File: config.mk
export PLATFORM = sky130hd
export DESIGN_NAME = sdram_lp_seq
export DESIGN_NICKNAME = d
export VERILOG_FILES = /design/src/rtl/sdram_lp_pkg.sv /design/src/rtl/sdram_lp_cfg.sv /design/src/rtl/sdram_lp_timer.sv /design/src/rtl/sdram_lp_fsm.sv /design/src/rtl/sdram_lp_seq.sv
export SDC_FILE = /design/constraint.sdc
export NUM_CORES = 1
export LEC_CHECK = 0
export CAP_MARGIN = 10
export CORE_ASPECT_RATIO = 1.1
export CORE_MARGIN = 4
export CORE_UTILIZATION = 55
export CTS_CLUSTER_DIAMETER = 150
export DETAILED_ROUTE_END_ITERATION = 8
export DONT_BUFFER_PORTS = 1
export PLACE_DENSITY = 0.74
export REMOVE_ABC_BUFFERS = 1
export SYNTH_ARGS = -nofsm -noshare
export SYNTH_HDL_FRONTEND = slang
export SYNTH_HIERARCHICAL = 1
export SYNTH_SLANG_ARGS = --single-unit
File: constraint.sdc
create_clock -name clk -period 1.84 [get_ports clk]
set_clock_uncertainty 0.2 [all_clocks]
set_input_delay 0.276 -clock clk [delete_from_list [all_inputs] [get_ports clk]]
set_output_delay 0.276 -clock clk [all_outputs]
set_load 0.01 [all_outputs]
File: src/rtl/sdram_lp_pkg.sv
package sdram_lp_pkg;

  localparam int XDLY_W = 5;
  localparam int CFG_W  = XDLY_W + 3;

  typedef enum logic [2:0] {
    CMD_NOP  = 3'd0,
    CMD_PREA = 3'd1,
    CMD_REF  = 3'd2,
    CMD_SRE  = 3'd3,
    CMD_SRX  = 3'd4
  } sd_cmd_e;

  typedef enum logic [2:0] {
    LPS_NORMAL  = 3'd0,
    LPS_DRAIN   = 3'd1,
    LPS_SELFREF = 3'd2,
    LPS_CLKSTOP = 3'd3,
    LPS_EXIT    = 3'd4
  } lp_stat_e;

  typedef enum logic [3:0] {
    Q_IDLE, Q_DRAIN, Q_REF, Q_REF_W, Q_PRE, Q_PRE_W,
    Q_SRE, Q_SR, Q_CKOFF, Q_CKON, Q_SRX, Q_XWAIT
  } seq_e;

  typedef struct packed {
    logic [XDLY_W-1:0] xdly;
    logic              ck_stop;
    logic              pd_sel;
    logic              lp_mode;
  } lp_cfg_t;

endpackage

File: src/rtl/sdram_lp_cfg.sv
module sdram_lp_cfg
  import sdram_lp_pkg::*;
(
  input  logic             clk,
  input  logic             rst_n,
  input  logic             wr_en,
  input  logic [CFG_W-1:0] wr_data,
  input  logic             hw_clr_lp,
  output lp_cfg_t          cfg
);

  // Only rst_n clears the configuration; the domain reset never reaches it.
  always_ff @(posedge clk or negedge rst_n) begin
    if (!rst_n) begin
      cfg <= '0;
    end else if (wr_en) begin
      cfg <= lp_cfg_t'(wr_data);
    end else if (hw_clr_lp) begin
      cfg.lp_mode <= 1'b0;
    end
  end

endmodule

File: src/rtl/sdram_lp_timer.sv
module sdram_lp_timer #(
  parameter int W = 6
) (
  input  logic         clk,
  input  logic         rst_n,
  input  logic         load,
  input  logic [W-1:0] val,
  output logic         zero
);

  logic [W-1:0] cnt;

  always_ff @(posedge clk or negedge rst_n) begin
    if (!rst_n) begin
      cnt <= '0;
    end else if (load) begin
      cnt <= val;
    end else if (cnt != '0) begin
      cnt <= cnt - 1'b1;
    end
  end

  assign zero = (cnt == '0);

endmodule

File: src/rtl/sdram_lp_fsm.sv
module sdram_lp_fsm
  import sdram_lp_pkg::*;
#(
  parameter int T_RP  = 3,
  parameter int T_RFC = 8,
  parameter int TW    = 6
) (
  input  logic          clk,
  input  logic          rst_n,
  input  logic          dom_rst,
  input  lp_cfg_t       cfg,
  input  logic          req_valid,
  input  logic          acc_pending,
  input  logic          debt_nz,
  input  logic          tmr_zero,
  output logic          tmr_load,
  output logic [TW-1:0] tmr_val,
  output logic          clr_lp,
  output sd_cmd_e       cmd,
  output lp_stat_e      status,
  output logic          mclk_en,
  output logic          req_ready
);

  seq_e state, state_nx;
  logic lp_act;
  logic wake_req;
  logic wake;

  assign lp_act   = cfg.lp_mode & ~cfg.pd_sel;
  assign wake_req = req_valid & ~dom_rst;
  assign wake     = wake_req | ~lp_act;

  always_ff @(posedge clk or negedge rst_n) begin
    if (!rst_n) state <= Q_IDLE;
    else        state <= state_nx;
  end

  always_comb begin
    state_nx = state;
    tmr_load = 1'b0;
    tmr_val  = '0;
    clr_lp   = 1'b0;
    unique case (state)
      Q_IDLE:  if (lp_act) state_nx = Q_DRAIN;
      Q_DRAIN: if (!acc_pending) state_nx = debt_nz ? Q_REF : Q_PRE;
      Q_REF: begin
        tmr_load = 1'b1;
        tmr_val  = TW'(T_RFC - 1);
        state_nx = Q_REF_W;
      end
      Q_REF_W: if (tmr_zero) state_nx = Q_DRAIN;
      Q_PRE: begin
        tmr_load = 1'b1;
        tmr_val  = TW'(T_RP - 1);
        state_nx = Q_PRE_W;
      end
      Q_PRE_W: if (tmr_zero) state_nx = Q_SRE;
      Q_SRE:   state_nx = Q_SR;
      Q_SR: begin
        if (wake) begin
          clr_lp   = wake_req;
          state_nx = Q_SRX;
        end else if (cfg.ck_stop) begin
          state_nx = Q_CKOFF;
        end
      end
      Q_CKOFF: begin
        if (wake) begin
          clr_lp   = wake_req;
          state_nx = Q_CKON;
        end
      end
      Q_CKON: state_nx = Q_SRX;
      Q_SRX: begin
        tmr_load = 1'b1;
        tmr_val  = TW'(cfg.xdly);
        state_nx = Q_XWAIT;
      end
      Q_XWAIT: if (tmr_zero) state_nx = Q_IDLE;
      default: state_nx = Q_IDLE;
    endcase
  end

  always_comb begin
    unique case (state)
      Q_REF:   cmd = CMD_REF;
      Q_PRE:   cmd = CMD_PREA;
      Q_SRE:   cmd = CMD_SRE;
      Q_SRX:   cmd = CMD_SRX;
      default: cmd = CMD_NOP;
    endcase
  end

  always_comb begin
    unique case (state)
      Q_IDLE:                         status = LPS_NORMAL;
      Q_SR:                           status = LPS_SELFREF;
      Q_CKOFF:                        status = LPS_CLKSTOP;
      Q_CKON, Q_SRX, Q_XWAIT:         status = LPS_EXIT;
      default:                        status = LPS_DRAIN;
    endcase
  end

  assign mclk_en   = (state != Q_CKOFF);
  assign req_ready = (state == Q_IDLE) & ~lp_act & ~dom_rst;

endmodule

File: src/rtl/sdram_lp_seq.sv
module sdram_lp_seq
  import sdram_lp_pkg::*;
#(
  parameter int T_RP   = 3,
  parameter int T_RFC  = 8,
  parameter int DEBT_W = 4
) (
  input  logic              clk,
  input  logic              rst_n,
  input  logic              dom_rst,
  input  logic              cfg_wr_en,
  input  logic [CFG_W-1:0]  cfg_wr_data,
  input  logic              req_valid,
  output logic              req_ready,
  input  logic              acc_pending,
  input  logic [DEBT_W-1:0] ref_debt,
  output logic [2:0]        sd_cmd,
  output logic              mclk_en,
  output logic [2:0]        lp_status
);

  localparam int XMAX  = (1 << XDLY_W) - 1;
  localparam int TMAX0 = (T_RFC > T_RP) ? T_RFC : T_RP;
  localparam int TMAX  = (TMAX0 > XMAX) ? TMAX0 : XMAX;
  localparam int TW    = $clog2(TMAX + 1);

  lp_cfg_t       cfg;
  logic          clr_lp;
  logic          tmr_load;
  logic [TW-1:0] tmr_val;
  logic          tmr_zero;
  sd_cmd_e       cmd;
  lp_stat_e      status;

  sdram_lp_cfg u_cfg (
    .clk       (clk),
    .rst_n     (rst_n),
    .wr_en     (cfg_wr_en),
    .wr_data   (cfg_wr_data),
    .hw_clr_lp (clr_lp),
    .cfg       (cfg)
  );

  sdram_lp_timer #(.W(TW)) u_tmr (
    .clk   (clk),
    .rst_n (rst_n),
    .load  (tmr_load),
    .val   (tmr_val),
    .zero  (tmr_zero)
  );

  sdram_lp_fsm #(.T_RP(T_RP), .T_RFC(T_RFC), .TW(TW)) u_fsm (
    .clk         (clk),
    .rst_n       (rst_n),
    .dom_rst     (dom_rst),
    .cfg         (cfg),
    .req_valid   (req_valid),
    .acc_pending (acc_pending),
    .debt_nz     (|ref_debt),
    .tmr_zero    (tmr_zero),
    .tmr_load    (tmr_load),
    .tmr_val     (tmr_val),
    .clr_lp      (clr_lp),
    .cmd         (cmd),
    .status      (status),
    .mclk_en     (mclk_en),
    .req_ready   (req_ready)
  );

  assign sd_cmd    = cmd;
  assign lp_status = status;

endmodule

; Word level (Yosys, flattened, before mapping)
; Cells that the tools add are included.
[word_totals]
regBits = 17
latchBits = 0
ramBits = 0
romBits = 0
word_cells = 64
n_memories = 0
[classes]
add_sub_neg = 1
mul = 0
n_div = 0
magnitude_cmp = 0
n_eq_ne = 19
shift = 0
n_mux = 20
bitwise = 8
n_reduce_logical = 10
[op_table]
columns = op, count
row1 = 4-bit case mux with 12 select lines, 1
row2 = 4-bit two-way mux, 8
row3 = 3-bit case mux with 4 select lines, 2
row4 = "4-bit by 3-bit equality test with 1-bit output, second input constant", 4
row5 = "4-bit equality test, second input constant", 4
row6 = 5-bit case mux with 3 select lines, 1
row7 = 5-bit two-way mux, 2
row8 = "4-bit by 2-bit equality test with 1-bit output, second input constant", 2
row9 = "2-bit inequality test, second input constant", 4
row10 = 7-bit AND reduction, 1
row11 = 3-bit OR reduction, 2
row12 = 5-bit zero test, 1
row13 = 1-bit two-way mux, 5
row14 = 5-bit nonzero test, 1
row15 = "5-bit by 1-bit subtractor with 5-bit output, second input constant", 1
row16 = 1-bit bitwise AND, 4
row17 = "4-bit by 1-bit equality test with 1-bit output, second input constant", 1
row18 = 4-bit zero test, 1
row19 = "2-bit by 1-bit inequality test with 1-bit output, second input constant", 2
row20 = "4-bit inequality test, second input constant", 1
row21 = 2-bit nonzero test, 2
row22 = 4-bit OR reduction, 1
row23 = 3-bit two-way mux, 1
row24 = "3-bit by 2-bit inequality test with 1-bit output, second input constant", 1
row25 = 3 further kinds, 5

; Longest topological paths before layout
; Gate-level depths: netlist (run 1).
[logic_depth]
ltp_word = 8
ltp_mapped = 7
depth_no_buf = 7

; Hierarchy
; Netlist (run 1), hierarchy kept.
[modules_own_cells]
columns = module, instances, cells_per_inst, area_per_inst_um2, seq_area_each_um2
row1 = sdram_lp_fsm, 1, 66, 462.9, 100.1
row2 = sdram_lp_cfg, 1, 18, 330.3, 200.2
row3 = sdram_lp_timer, 1, 27, 279.0, 125.1
row4 = sdram_lp_seq, 1, 1, 7.5, 0.0

; Worst setup path after synthesis (run 1)
; OpenSTA, ideal clock, no wires.
[synth_path]
path_kind = reg-to-reg
startpoint = register u_fsm.state[2]
endpoint = register u_fsm.state[0]
setup_ns = 0.124
t_arrival_ns = 1.546
required_time_ns = 1.516
path_slack_ns = -0.030
stages_incl_launch_ff = 6
n_path_buf = 0
synth_period_minus_slack_ns = 1.870
path_cell_list = dfrtp_1 -> or4b_4 -> o21a_2 -> o221ai_4 -> a211o_1 -> nand3_1
[synth_via]
elab_chain_len = 3
elab_cells_between_ends = 21
classes_between = eq/ne: 18 / mux: 1 / reduce/logical: 2
[synth_rtl]
columns = element, line
row1 = from (decl), sdram_lp_fsm.sv:25  ; seq_e state, state_nx;
row2 = from (signal assigned), sdram_lp_fsm.sv:36  ; else state <= state_nx;
row3 = "4-bit by 3-bit equality test with 1-bit output, or another cell as far along", sdram_lp_fsm.sv:44  ; unique case (state)
row4 = "3-bit by 2-bit inequality test with 1-bit output (no source line), or another cell as far along", -
row5 = 7-bit AND reduction (no source line), -
; Parallel ways exist; a longest one is shown, timed or not.
; A chain may end at the register's enable or synchronous reset.

; Final worst setup path (run 1)
[layout_path]
startpoint = register u_fsm.state[1]
endpoint = output lp_status[1]
[layout_via]
elab_chain_len = 3
elab_cells_between_ends = 8
classes_between = eq/ne: 5 / mux: 1 / reduce/logical: 2
[layout_rtl]
columns = element, line
row1 = 4-bit equality test, sdram_lp_fsm.sv:96  ; unique case (state)
row2 = 3-bit OR reduction, sdram_lp_fsm.sv:96
row3 = 3-bit case mux with 4 select lines (*), sdram_lp_fsm.sv:96
row4 = to (decl), sdram_lp_seq.sv:19  ; output logic [2:0] lp_status
; Mark *: on every way between the ends. The rest lies on a longest branch, timed or not.

==> results.py, run 1 <==
metrics = {
    "status": {
        "outcome": "finished, violations left",
        "violations": "negative setup slack",
    },
    "power_and_ir_drop": {
        "power.share.clock_pct": 8.5,
        "power.density_nw_per_um2": 1630,
        "p_sw_mw": 1.06,
        "ir_worst_vdd_uv": 1030,
        "p_total_mw": 2.37,
        "p_comb_share_pct": 66.9,
        "p_leak_nw": 0.611,
        "seqPwrFrac_pct": 24.5,
        "p_sw_share_pct": 44.8,
        "p_int_mw": 1.31,
    },
    "clock_network": {
        "root_buffer": "clkbuf_4",
        "clock_latency_ps": 290,
        "cts_buffers": 3,
        "clkTransAtPathRegs_ps": 110,
        "clock_sinks": 17,
        "cts_buffer_depth": 2,
        "htreeDepth": 1,
        "cts_tree": "yes",
    },
    "route": {
        "drc_errors": 0,
        "drt_iter0_markers": 14,
        "routed_via_density": 5.84,
        "avgRoutedWirePerCell_um": 18.1,
        "routed_wl_um": 2930,
        "ant_nets": 0,
        "dr.pass1.iters": 4,
        "vias": 946,
    },
    "synthesis": {
        "synth_edf_count": 0,
        "yosys-top-cells-area": "dfrtp_1 39%, mux2_4 9.7%, nand2_1 4.5%",
        "synthCells": 112,
        "ys_seq_area_share_pct": 39.4,
        "synth_warnings": 6,
        "synth_top_area_cell": "dfrtp_1",
        "synth-seq-cells": 17,
        "synth_area_per_cell_um2": 9.64,
        "syn_area_um2": 1080,
        "async_flop_share_pct": 100,
        "ys_types": 38,
        "synth_top_area_share_pct": 39.4,
        "synth_flop_cell": "dfrtp_1",
    },
    "final_layout": {
        "fin_util_pct": 79.7,
        "layout-drive-gt1-share_pct": 36.3,
        "syn_to_final_growth_pct": 34.4,
        "mostFrequentLayoutCell": "dfrtp_1",
        "n_fill_cell": 117,
        "antenna_cells": 0,
        "fin_nets": 155,
        "layout_common_cells": "17 x dfrtp_1, 12 x nand2_1, 10 x dlygate4sd3_1, 9 x buf_4",
    },
    "grt": {
        "grt_pass1_wl_um": 4470,
        "grt_use_total_pct": 22.0,
        "grtUsageMet3_pct": 1.91,
        "grt_pass1_vias": 956,
        "grt_max_degree": 18,
        "overflow": 0,
        "met1_usage_pct": 26.0,
        "grtUsageMet2_pct": 42.4,
        "antenna_found_initial": 0,
        "busiest_layer": "met2",
    },
    "worst_hold_path": {
        "holdPathEnd": "u_cfg/cfg[0]",
        "worstHoldStart": "cfg_wr_en",
        "hp-class": "in2reg",
        "hold_depth": 2,
    },
    "setup_path": {
        "critPathMaxFanout": 3,
        "worst_ep_required_time_ps": 1360,
        "r2r_slack_ps": -30,
        "critical_path_class": "reg2out",
        "end_kind": "output pin",
        "cp-start-kind": "flip-flop",
        "r2r-start": "u_fsm/state[1]",
        "timing.rr.end": "u_fsm/state[0]",
        "ff2ff_path_depth": 5,
        "cp.arrival_ps": 1440,
    },
    "floorplanning": {
        "start_util_pct": 59.3,
        "die_h_um": 54.5,
        "die_area_um2": 2740,
        "die_w_um": 50.2,
        "rows": 16,
        "ioPinCount": 26,
        "core_area_um2": 1820,
    },
    "sta": {
        "rsz0062_at_grt": "true",
        "hold_viol": 0,
        "slew_violations": 0,
        "finalSetupViolCount": 8,
        "worstMarginPinSlew_ps": 769,
        "fmax_mhz": 521,
        "fin_crit_ps": 1920,
        "worst_slew_margin_rel_pct": 48.5,
        "finalCritPeriodShare_pct": 104,
        "layout_setup_ws_ps": -80.5,
    },
    "placement": {
        "portBuffers": 0,
        "dp_hpwl_um": 1810,
        "place.gp.congestion": 0.790,
    },
    "job": {
        "cap_violations": 0,
    },
}
sequential cells by signal (all words and copies together), names as in the netlist:
name,count
u_cfg/cfg,8
u_tmr/cnt,5
u_fsm/state,4
power groups by stage:
stage,Sequential (mW),Clock [mW],Combinational [mW]
floorplan,0.641,0,0.774
global placement,0.573,0,1.10
detailed placement,0.578,0,1.15
CTS,0.574,0.201,1.38
global route,0.596,0.224,1.70
finish,0.582,0.202,1.59
routing by layer:
layer / vias to the layer above / wire length, µm
li1: 440 / -
met1: 464 / 1110
met2: 38 / 1650
met3: 4 / 126
met4: 0 / 44
met5: - / 0
logic make-up after synthesis:
family	Yosys count	share of synthesized area (%)
AOI/OAI and AO/OA	23	16.3
and+or+nand+nor	47	23.9
adders and majority gates	1	1.16
muxes	8	10.8
DFF	17	39.4
buffers and inverters	12	5.21
xor gates and xnor gates	4	3.24
critical path, cell delays in order (launching register included):
cell and delay [ps]:
dfrtp_1 400, or4b_4 550, buf_6 150, nand2_4 60
metrics by stage:
step           hold WS, ps  instance area (µm²)  TNS, ps  instances  worst slack, ps
2_1_floorplan         -220                 1050     -401        106             -129
3_3_place_gp          -219                 1150        0        142             20.5
3_5_place_dp          -219                 1150    -97.5        142            -44.5
4_1_cts               23.1                 1370     -211        157            -72.9
5_1_grt               32.8                 1450    -1010        162             -189
6_report              50.7                 1450     -279        162            -80.5
Yosys cell counts (2+ instances only):
cell and n:
dfrtp_1 17, nand2_1 13, nor2_1 12, mux2_4 7, inv_1 6, nand2b_1 6
a21oi_1 5, xnor2_1 4, and2_1 3, buf_2 3, o21ai_0 3, o31ai_1 3
clkbuf_1 2, nand3_1 2, nor3_1 2, o21ai_1 2
worst max path at each step:
stage | start | end | slack [ps] | cells past startpoint
floorplan | u_fsm/state[2] | u_fsm/state[0] | -130 | 5
global placement | u_fsm/state[2] | u_fsm/state[2] | 20 | 4
detailed placement | u_tmr/cnt[0] | u_fsm/state[1] | -40 | 6
CTS | u_fsm/state[1] | lp_status[1] | -70 | 3
global route | u_fsm/state[3] | req_ready | -190 | 4
finish | u_fsm/state[1] | lp_status[1] | -80 | 3
cell type report:
class	instances	area, µm²	area share, %
clock buffers	3	22.5	1.55
clock inverters	1	5.00	0.345
inverters	6	22.5	1.55
multi-input cells	83	703	48.4
flip-flops and latches	17	425	29.3
well taps	27	33.8	2.33
repair buffers	25	239	16.5
what timing repair did:
action | CTS | global route
pin swaps | 4 | 2
hold buffers | 10 | 0
endpoints found under the hold margin | 25 | 0
gates resized for setup | 17 | 12
setup endpoints to repair | 12 | 16
setup buffers | 1 | 5
Power figures use the tool's default switching activity.
==> run 2: changes to the inputs <==
- HOLD_SLACK_MARGIN: not set -> 0.06
==> run 2 against run 1 <==
  * The run still ends with negative setup slack left
  * Critical path depth up 1
  * Count of clock-buffer cells in the layout did not move
  * Register-to-register slack about the same
  * Setup slack lost 1.9 ps
  * Wire length fell by 1.1%
  * Largest power group unchanged
  * Cell area unchanged
  * Clock power about the same
  * Die area is the same
  * Combinational power about the same
  * Via count is 1.4% lower
  * Maximum frequency about the same
  * Worst hold slack better by 110 ps
==> results.py, run 2 (synthesis gave the netlist of run 1 again) <==
metrics = {
    "final_layout": {
        "mostFrequentLayoutCell": "dfrtp_1",
        "fin_util_pct": 79.7,
        "largest_register_ffs": 8,
        "n_fill_cell": 117,
        "layout_common_cells": "17 x dfrtp_1, 12 x nand2_1, 10 x dlygate4sd3_1, 9 x buf_4",
        "fin_cells": 162,
        "largest_register": "u_cfg/cfg",
        "syn_to_final_growth_pct": 34.4,
        "top_regs": "u_cfg/cfg x8, u_tmr/cnt x5, u_fsm/state x4",
        "antenna_cells": 0,
        "layout-drive-gt1-share_pct": 36.3,
        "fin_nets": 155,
    },
    "grt": {
        "grt_pass1_vias": 953,
        "grt_pass1_wl_um": 4440,
        "grt_max_degree": 18,
        "overflow": 0,
        "antenna_found_initial": 0,
        "grt_use_total_pct": 21.8,
    },
    "setup_path": {
        "worst_ep_required_time_ps": 1360,
        "r2r-start": "u_fsm/state[3]",
        "timing.rr.end": "u_fsm/state[0]",
        "end_kind": "output pin",
        "r2r_slack_ps": -30,
        "critical_path_class": "reg2out",
        "critPathMaxFanout": 4,
        "cp-startpoint": "u_fsm/state[3]",
        "endpoint": "req_ready",
        "ff2ff_path_depth": 5,
        "cp-start-kind": "flip-flop",
        "cp.arrival_ps": 1450,
    },
    "floorplanning": {
        "core_area_um2": 1820,
        "start_util_pct": 59.3,
        "rows": 16,
        "die_h_um": 54.5,
        "die_w_um": 50.2,
        "die_area_um2": 2740,
        "ioPinCount": 26,
    },
    "power_and_ir_drop": {
        "power.density_nw_per_um2": 1640,
        "ir_worst_vdd_uv": 1040,
        "p_leak_nw": 0.611,
    },
    "sta": {
        "hold_viol": 0,
        "finalSetupTns_ps": -299,
        "fin_crit_ps": 1920,
        "fmax_mhz": 520,
        "rsz0062_at_grt": "true",
        "layout_setup_ws_ps": -82.4,
        "finalSetupViolCount": 8,
        "slew_violations": 0,
        "finalCritPeriodShare_pct": 104,
        "worstMarginPinSlew_ps": 764,
        "worst_slew_margin_rel_pct": 48.9,
    },
    "clock_network": {
        "htreeDepth": 1,
        "clock_latency_ps": 290,
        "clkTransAtPathRegs_ps": 110,
        "cts_tree": "yes",
        "cts_buffer_depth": 2,
        "clock_sinks": 17,
        "root_buffer": "clkbuf_4",
        "cts_buffers": 3,
    },
    "route": {
        "wl_met2_um": 1640,
        "met1_length_um": 1110,
        "routed_wl_um": 2900,
        "top_layer_used": "met4",
        "route.met3.wl_um": 93,
        "routed_via_density": 5.76,
        "vias": 933,
        "avgRoutedWirePerCell_um": 17.9,
        "dr.pass1.iters": 4,
        "drt_iter0_markers": 11,
        "ant_nets": 0,
        "drc_errors": 0,
    },
    "placement": {
        "place.gp.congestion": 0.790,
        "portBuffers": 0,
        "dp_hpwl_um": 1810,
        "pre_cts_ws_ps": -44.5,
        "dp_cells": 142,
    },
    "status": {
        "violations": "negative setup slack",
        "outcome": "finished, violations left",
    },
    "job": {
        "cap_violations": 0,
    },
    "worst_hold_path": {
        "hp-class": "in2reg",
    },
}
-- run 2: worst max-delay path, cell delays in order (launching register included) --
cell	delay, ps
dfrtp_1	450
buf_6	150
nor4_4	300
nand2_1	110
nor2_2	140
-- run 2: repair_timing --
action / in CTS / in global routing
hold endpoints to repair: 25 / 0
setup buffers: 1 / 5
cloned: 0 / 0
hold buffers: 10 / 0
pin swaps: 4 / 2
setup endpoints to repair: 12 / 16
resized for setup: 17 / 12
-- run 2: through the flow --
step	power, mW	area, µm²	hold WS (ps)
final	2.37	1450	158
after global routing	2.52	1450	169
after CTS	2.15	1370	150
after detailed placement	1.73	1150	-219
after global placement	1.67	1150	-219
after floorplan	1.41	1050	-220
-- run 2: layout make-up --
cell class              count  area, µm²  share of cell area, %
clock buffers               3       22.5                   1.55
multi-input cells          83        703                   48.4
flip-flops and latches     17        425                   29.3
well taps                  27       33.8                   2.33
inverters                   6       22.5                   1.55
clock inverters             1       5.00                  0.345
repair buffers             25        239                   16.5
-- run 2: how the worst min path moves through the flow --
stage                      startpoint        endpoint  slack [ps]  depth (start not counted)
after floorplan                 rst_n    u_cfg/cfg[0]        -220                          0
after global placement          rst_n    u_tmr/cnt[2]        -220                          0
after detailed placement        rst_n    u_tmr/cnt[1]        -220                          0
after CTS                 ref_debt[2]  u_fsm/state[2]         150                          4
after global routing      ref_debt[2]  u_fsm/state[2]         170                          4
final                     ref_debt[2]  u_fsm/state[2]         160                          4
-- run 2: layer usage --
metal	GRT usage (%)	up-vias
met4	6.91	0
met1	25.9	459
met5	0	-
li1	-	440
met2	42.0	28
met3	1.91	6
-- run 2: report_power, final --
group	leakage [nW]	total, mW	switching [mW]	internal, mW
clock network	0.0177	0.202	0.121	0.0806
registers	0.207	0.584	0.0994	0.485
logic	0.386	1.59	0.843	0.744
total	0.611	2.37	1.06	1.31
